--- src/rtl/wdt_pkg.sv ---
package wdt_pkg;
  localparam int SEL_W = 3;
  localparam logic [7:0] KEY_BYTE = 8'hAC;
  localparam logic [7:0] ENABLE_READ = 8'hD5;

  typedef struct packed {
    logic clrCnt;
    logic loadMode;
    logic forceMax;
  } wdtStrobes_t;
endpackage

--- src/rtl/wdt_ctrl.sv ---
module wdt_ctrl
  import wdt_pkg::*;
(
  input  logic        clk,
  input  logic        rstN,
  input  logic        wrEn,
  input  logic        wrSel,
  input  logic [7:0]  wrData,
  input  logic        atLimit,
  output wdtStrobes_t strobes,
  output logic        resetReq
);
  logic keyOk, keyBad, modeWr, expire, forceReset;

  always_comb begin
    keyOk      = wrEn && wrSel && (wrData == KEY_BYTE);
    keyBad     = wrEn && wrSel && (wrData != KEY_BYTE);
    modeWr     = wrEn && !wrSel;
    expire     = atLimit && !wrEn;
    forceReset = keyBad || expire;
    strobes.forceMax = forceReset;
    strobes.loadMode = modeWr;
    strobes.clrCnt   = keyOk || modeWr || forceReset;
  end

  always_ff @(posedge clk or negedge rstN) begin
    if (!rstN) resetReq <= 1'b0;
    else       resetReq <= forceReset;
  end

  AST_BAD_KEY_REQ: assert property (@(posedge clk) disable iff (!rstN)
    keyBad |=> resetReq);
  AST_SERVICE_QUIET: assert property (@(posedge clk) disable iff (!rstN)
    (keyOk || modeWr) |=> !resetReq);
endmodule

--- src/rtl/wdt_datapath.sv ---
module wdt_datapath
  import wdt_pkg::*;
#(
  parameter int MAX_EXP = 18
) (
  input  logic             clk,
  input  logic             rstN,
  input  wdtStrobes_t      strobes,
  input  logic [SEL_W-1:0] modeIn,
  input  logic             rdSel,
  input  logic             stopMode,
  output logic             atLimit,
  output logic [7:0]       rdData
);
  localparam int CNT_W   = MAX_EXP;
  localparam int MIN_EXP = MAX_EXP - (2**SEL_W - 1);
  localparam int PAD_W   = 8 - SEL_W - 2;

  logic [CNT_W-1:0] cnt;
  logic [CNT_W-1:0] termVal;
  logic [SEL_W-1:0] modeSel;

  always_comb begin
    termVal = ~({CNT_W{1'b1}} << (MIN_EXP + int'(modeSel)));
    atLimit = (cnt == termVal);
    rdData  = rdSel ? ENABLE_READ : {{PAD_W{1'b0}}, 2'b11, modeSel};
  end

  always_ff @(posedge clk or negedge rstN) begin
    if (!rstN) begin
      cnt     <= '0;
      modeSel <= '1;
    end else begin
      if (strobes.clrCnt) cnt <= '0;
      else                cnt <= cnt + 1'b1;
      if (strobes.forceMax)      modeSel <= '1;
      else if (strobes.loadMode) modeSel <= modeIn;
    end
  end

  AST_CNT_BOUND: assert property (@(posedge clk) disable iff (!rstN)
    cnt <= termVal);
  AST_CNT_CLEAR: assert property (@(posedge clk) disable iff (!rstN)
    strobes.clrCnt |=> (cnt == '0));
  AST_FORCE_MAXSEL: assert property (@(posedge clk) disable iff (!rstN)
    strobes.forceMax |=> (modeSel == '1));
  AST_STOP_NO_EFFECT: assert property (@(posedge clk) disable iff (!rstN)
    (stopMode && !strobes.clrCnt) |=> (cnt == $past(cnt) + 1'b1));
endmodule

--- src/rtl/wdt_locked.sv ---
module wdt_locked
  import wdt_pkg::*;
#(
  parameter int MAX_EXP = 18
) (
  input  logic       clk,
  input  logic       rstN,
  input  logic       wrEn,
  input  logic       wrSel,
  input  logic [7:0] wrData,
  input  logic       rdSel,
  output logic [7:0] rdData,
  input  logic       stopMode,
  output logic       resetReq
);
  wdtStrobes_t strobes;
  logic        atLimit;

  wdt_ctrl u_ctrl (
    .clk(clk), .rstN(rstN), .wrEn(wrEn), .wrSel(wrSel), .wrData(wrData),
    .atLimit(atLimit), .strobes(strobes), .resetReq(resetReq)
  );

  wdt_datapath #(.MAX_EXP(MAX_EXP)) u_dp (
    .clk(clk), .rstN(rstN), .strobes(strobes), .modeIn(wrData[SEL_W-1:0]),
    .rdSel(rdSel), .stopMode(stopMode), .atLimit(atLimit), .rdData(rdData)
  );
endmodule

--- config.mk ---
export PLATFORM = sky130hd
export DESIGN_NAME = wdt_locked
export DESIGN_NICKNAME = d
export VERILOG_FILES = /design/src/rtl/wdt_pkg.sv /design/src/rtl/wdt_ctrl.sv /design/src/rtl/wdt_datapath.sv /design/src/rtl/wdt_locked.sv
export SDC_FILE = /design/constraint.sdc
export NUM_CORES = 1
export LEC_CHECK = 0
export BUFFER_PORTS_ARGS = -buffer_cell sky130_fd_sc_hd__buf_2
export CELL_PAD_IN_SITES_DETAIL_PLACEMENT = 0
export CELL_PAD_IN_SITES_GLOBAL_PLACEMENT = 1
export CORE_UTILIZATION = 40
export CTS_CLUSTER_SIZE = 8
export DETAILED_ROUTE_END_ITERATION = 6
export PLACE_DENSITY_LB_ADDON = 0.1
export SYNTH_ARGS = -nofsm -noshare
export SYNTH_HDL_FRONTEND = slang
export SYNTH_SLANG_ARGS = --single-unit
--- constraint.sdc ---
create_clock -name clk -period 3.3 [get_ports clk]
set_input_delay 0.33 -clock clk [delete_from_list [all_inputs] [get_ports clk]]
set_output_delay 0.33 -clock clk [all_outputs]
set_load 0.005 [all_outputs]
Word level (Yosys, flattened, before mapping)
Cells that the tools add are included.
- bits in latches: 0
- memories: 0
- input bits: 14
- bits in writable memories: 0
- memory bits (read-only): 0
- flip-flop bits (word level): 22
- divide/modulo/power cells: 0
- shift operators: 1
- multiplexer cells: 4
- bitwise logic cells: 1
- multiply operators: 0
- reductions and logical operators: 11
- order comparisons: 0
- $add $sub $neg: 2
- equal/unequal tests: 3
- operators with widths (kind ; count):
    $shl 18x32->18 const A ; 1
    $add 18x1->18 const B ; 1
    $eq 18x18->1 ; 1
    $mux 18 ; 1
    $not 18->18 ; 1
    $eq 8x8->1 const B ; 1
    $mux 8 ; 1
    $ne 8x8->1 const B ; 1
    $mux 3 ; 2
    $add 4x3->5 const A ; 1
    $logic_and 1x1->1 ; 5
    $logic_or 1x1->1 ; 3
    $logic_not 1->1 ; 2
    $reduce_bool 2->1 ; 1

Logic depth before layout (Yosys ltp)
- depth in word-level cells: 8
- mapped depth: 11
- gate-level depth less buffers: 9

By module
A second synthesis with hierarchy kept.
- cells, all modules: 189
- area total of the unflattened synthesis: 1606.5 µm²
- by module, submodules not included (module ; area each (µm²) ; cells each ; instances ; sequential area each (µm²)):
    wdt_datapath ; 1512.7 ; 178 ; 1 ; 529.3
    wdt_ctrl ; 93.8 ; 11 ; 1 ; 25.0

Worst setup path after synthesis
Ideal clock, no wire load.
- kind: flip-flop to flip-flop
- start point: reg u_dp.modeSel[1]
- end point: reg u_dp.cnt[10]
- data arrival time: 2.666 ns
- stages on the path, launching flop included: 11
- path buffers: 1
- clock period less this slack: 2.802 ns
- library setup time: 0.136 ns
- slack: 0.498 ns
- path through: dfstp_2 -> inv_1 -> ha_1 -> inv_1 -> ha_1 -> nand2b_1 -> o31a_1 -> or4_4 -> a2111oi_4 -> buf_4 -> nor3_1
- word-level cells in the longest chain between the ends: 8
- ends and longest elaborated chain (what ; line ; source):
    start, declared ; wdt_datapath.sv:21 ; logic [SEL_W-1:0] modeSel;
    start signal, assigned ; wdt_datapath.sv:37 ; else if (strobes.loadMode) modeSel <= modeIn;
    $add 4x3->5 ; wdt_datapath.sv:24 ; termVal = ~({CNT_W{1'b1}} << (MIN_EXP + int'(modeSel)));
    $shl 18x32->18 ; wdt_datapath.sv:24 ;
    $not 18->18 ; wdt_datapath.sv:24 ;
    $eq 18x18->1 ; wdt_datapath.sv:25 ; atLimit = (cnt == termVal);
    $logic_and 1x1->1 ; wdt_ctrl.sv:19 ; expire = atLimit && !wrEn;
    $logic_or 1x1->1 ; wdt_ctrl.sv:20 ; forceReset = keyBad || expire;
    $logic_or 1x1->1 ; wdt_ctrl.sv:23 ; strobes.clrCnt = keyOk || modeWr || forceReset;
    $mux 18 ; wdt_datapath.sv:34 ; if (strobes.clrCnt) cnt <= '0;
    end signal, assigned ; wdt_datapath.sv:35 ; else cnt <= cnt + 1'b1;
    end, declared ; wdt_datapath.sv:19 ; logic [CNT_W-1:0] cnt;
Every way passes these cells.
A chain may end at the register's enable or synchronous reset.

Worst setup path in the final report
- start point: reg u_dp.modeSel[1]
- end point: reg u_dp.cnt[7]
The elaborated chain is that of the path after synthesis.

==> summary.md <==
| Metric | Value |
|---|---|
| Ys Warns | `0` |
| Syn Std Cell Area | `1456 um^2` |
| Max Cap Viol | `0` |
| Grt peak-use layer | `met2` |
| Max Slew Vio Count | `0` |
| Met2 usage | `0.2967` |
| Vias after detailed routing | `1,140` |
| Vias in the first global route | `1,153` |
| Total inserted antenna cells | `0` |
| 1st-pass router iterations | `4` |
| Post-synth ARST share | `1.000` |
| Global-route wire length before repair | `5.126 mm` |
| CTS tree | `done` |
| Setup TNS | `0 ns` |
| Hold Path Stages | `2` |
| DRT iter0 DRCs | `48` |
| Final setup fails | `0` |
| Row cnt | `21` |
| Initial antenna violation count | `0` |
| Seq pwr share | `0.538` |
| Fin crit period | `3.002 ns` |
| Cell count after placement | `210` |
| CP Cell Sequence | `inv_1, ha_1, inv_1, ha_1, nand2b_1, o31a_1, or4_4, a2111oi_4, buf_4, nor3_1` |
| Peak VDD IR | `216.2 uV` |
| Final core utilization | `0.4656` |
| Final hold viol count | `0` |
| GRT Overall Usage | `0.1673` |
| CP required | `3.48 ns` |
| Fmax | `333.1 MHz` |
| Largest net degree at the start of global routing | `23` |
| Post-Route WL | `2.914 mm` |
| Final #Nets | `189` |
| I/O pin count | `23` |
| Congestion Overflow GR | `0` |
| CP Launch Type | `flop` |
| Routed length per instance | `13.55 um` |
| CP max stage cell | `dfstp_2` |
| Comb power frac | `0.191` |
| Met3 Usage GRT | `0.02206` |
| Sequential share of the synthesized area | `0.3806` |
| Synth area leaders | `dfrtp_1 33%, xnor2_1 9.0%, nor3_1 6.5%` |
| Width of the die | `62.34 um` |
| P_int | `0.3953 mW` |
| Worst Path Max Fanout | `22` |
| Crit path capture type | `flop` |
| Outcome | `complete, no violations` |
| Kind of critical path | `flop to flop` |
| Post-Layout Inst Area | `1590 um^2` |
| Sw Share | `0.2704` |
| Clock Sinks | `22` |
| Syn Inst Count | `156` |
| Number of synthesized register bits | `22` |
| Synthesized area per cell | `9.336 um^2` |
| Cell taking the most area after synthesis | `dfrtp_1` |
| R2R depth | `10` |
| DRC | `0` |
| GPL Wtd Cong | `0.7624` |
| Synth cell count leaders | `19 x dfrtp_1, 19 x nor3_1, 15 x xnor2_1` |
| Root Driver | `clkbuf_4` |
| Inserted Clock Buffers | `3` |
| Hpwl dp | `2.160 mm` |
| Clock skew | `0.01311 ns` |
| CP arrival | `3.18 ns` |
| Placed cell area | `1544 um^2` |
| Area Growth Syn to Fin | `9.193%` |
| Synth top area share | `0.3265` |
| Reg clk slew, reported paths | `0.13 ns` |
| Power Density | `340.7 nW/um^2` |
| Later-pin clock latency in the skew report | `0.31 ns` |
| Die Area | `3886 um^2` |
| Layout cells sized above 1 | `0.1893` |
| Net Count, Synth | `175` |
| DR vias/cell | `5.302` |
| Yosys cell types | `46` |
| Buffers on Ports | `19` |
| RSZ-0062 raised after global routing | `no` |
| Hold Path Class | `primary input to flop` |
| Lkg Pwr | `0.6508 nW` |
| Core ar. | `3416 um^2` |
| Worst setup margin | `0.2977 ns` |
| Initial core utilization | `0.4264` |
| Total power after layout | `0.5418 mW` |
| Worst hold margin | `0.2490 ns` |
| Clk pwr share | `0.271` |
| Final period util | `0.9098` |
| Fin cells | `215` |
| Filler Cells Inserted | `342` |
| Post-synth top flop | `dfrtp_1` |
| CTS max path bufs | `2` |
| Chip Height | `62.34 um` |
| Net Sw Power | `0.1465 mW` |
| Worst path max stage delay | `0.61 ns` |
| H-tree depth | `1` |
| Global-route met1 utilization | `0.2063` |
| Post-synth EDFFs | `0` |
| Pre-CTS setup slack | `0.3046 ns` |
| Antenna Nets Post-Route | `0` |
| Resize count post-CTS | `0` |
repair_timing:
item,in CTS,in global routing
hold buffers,1,0
setup endpoints to repair,0,0
buffers inserted,0,0
hold endpoints to repair,19,0
routing by layer:
layer  wire length, um  vias up
li1                  -      584
met2              1428       12
met4                42        0
met3                53        4
met1              1390      540
met5                 0        -
state kept, by name, indices dropped and copies added, names as in the netlist:
signal / count
u_ctrl.resetReq: 1
u_dp.cnt: 18
u_dp.modeSel: 3
cell usage in the layout (no fill, tap or decap), types with 3 or more instances in the layout:
cell      instances
nand4_1           5
nand2_1           4
nor3_1           19
xor2_1            3
nand3_1           5
inv_1             7
nor2_1           11
dfstp_2           3
ha_1              5
xnor2_1          15
dfrtp_1          19
buf_2            19
clkbuf_4          3
or3_1             3
and3_1            4
nor2b_1           3
power by group through the flow:
stage	combinational (mW)	sequential, mW	clock (mW)
after floorplan	0.0774	0.294	0
after global placement	0.101	0.297	0
after detailed placement	0.104	0.297	0
after CTS	0.105	0.292	0.156
after global routing	0.116	0.294	0.167
final	0.104	0.291	0.147
path summary, 6_finish.rpt:
path	from	endpoint	slack (ns)
worst min register to register	u_dp.cnt[0]	u_dp.cnt[0]	0.53
min in group asynchronous	rstN	u_dp.cnt[0]	0.50
worst max register to register	u_dp.modeSel[1]	u_dp.cnt[7]	0.30
worst min-delay path	wrData[0]	u_dp.modeSel[0]	0.25
max in group asynchronous	rstN	u_dp.modeSel[2]	2.45
worst max-delay path	u_dp.modeSel[1]	u_dp.cnt[7]	0.30
critical path: cells and delay by family (launching register included):
| family | cells | cell delay (ns) |
|---|---|---|
| AND/OR/NAND/NOR | 3 | 0.73 |
| AO/OA/AOI/OAI | 2 | 0.63 |
| flip-flops | 1 | 0.61 |
| buffers and inverters | 3 | 0.45 |
| adder cells (fa/ha/maj) | 2 | 0.45 |
logic make-up after synthesis:
group | share of synthesized area
other | 0.005157
xor gates and xnor gates | 0.1083
DFF | 0.3806
AOI/OAI and AO/OA | 0.1177
buffers and inverters | 0.06787
muxes | 0.007731
adders and majority gates | 0.04296
and+or+nand+nor | 0.2698
cell type report:
cell class / count / area, um^2 / share of cell area
inverter: 7 / 26.28 / 0.01652
clock buffer: 4 / 36.28 / 0.02282
timing repair buffer: 21 / 112.6 / 0.07081
tap: 46 / 57.56 / 0.03619
multi-input combinational: 115 / 803.3 / 0.5051
sequential: 22 / 554.3 / 0.3485
(Power assumes the default switching activity.)
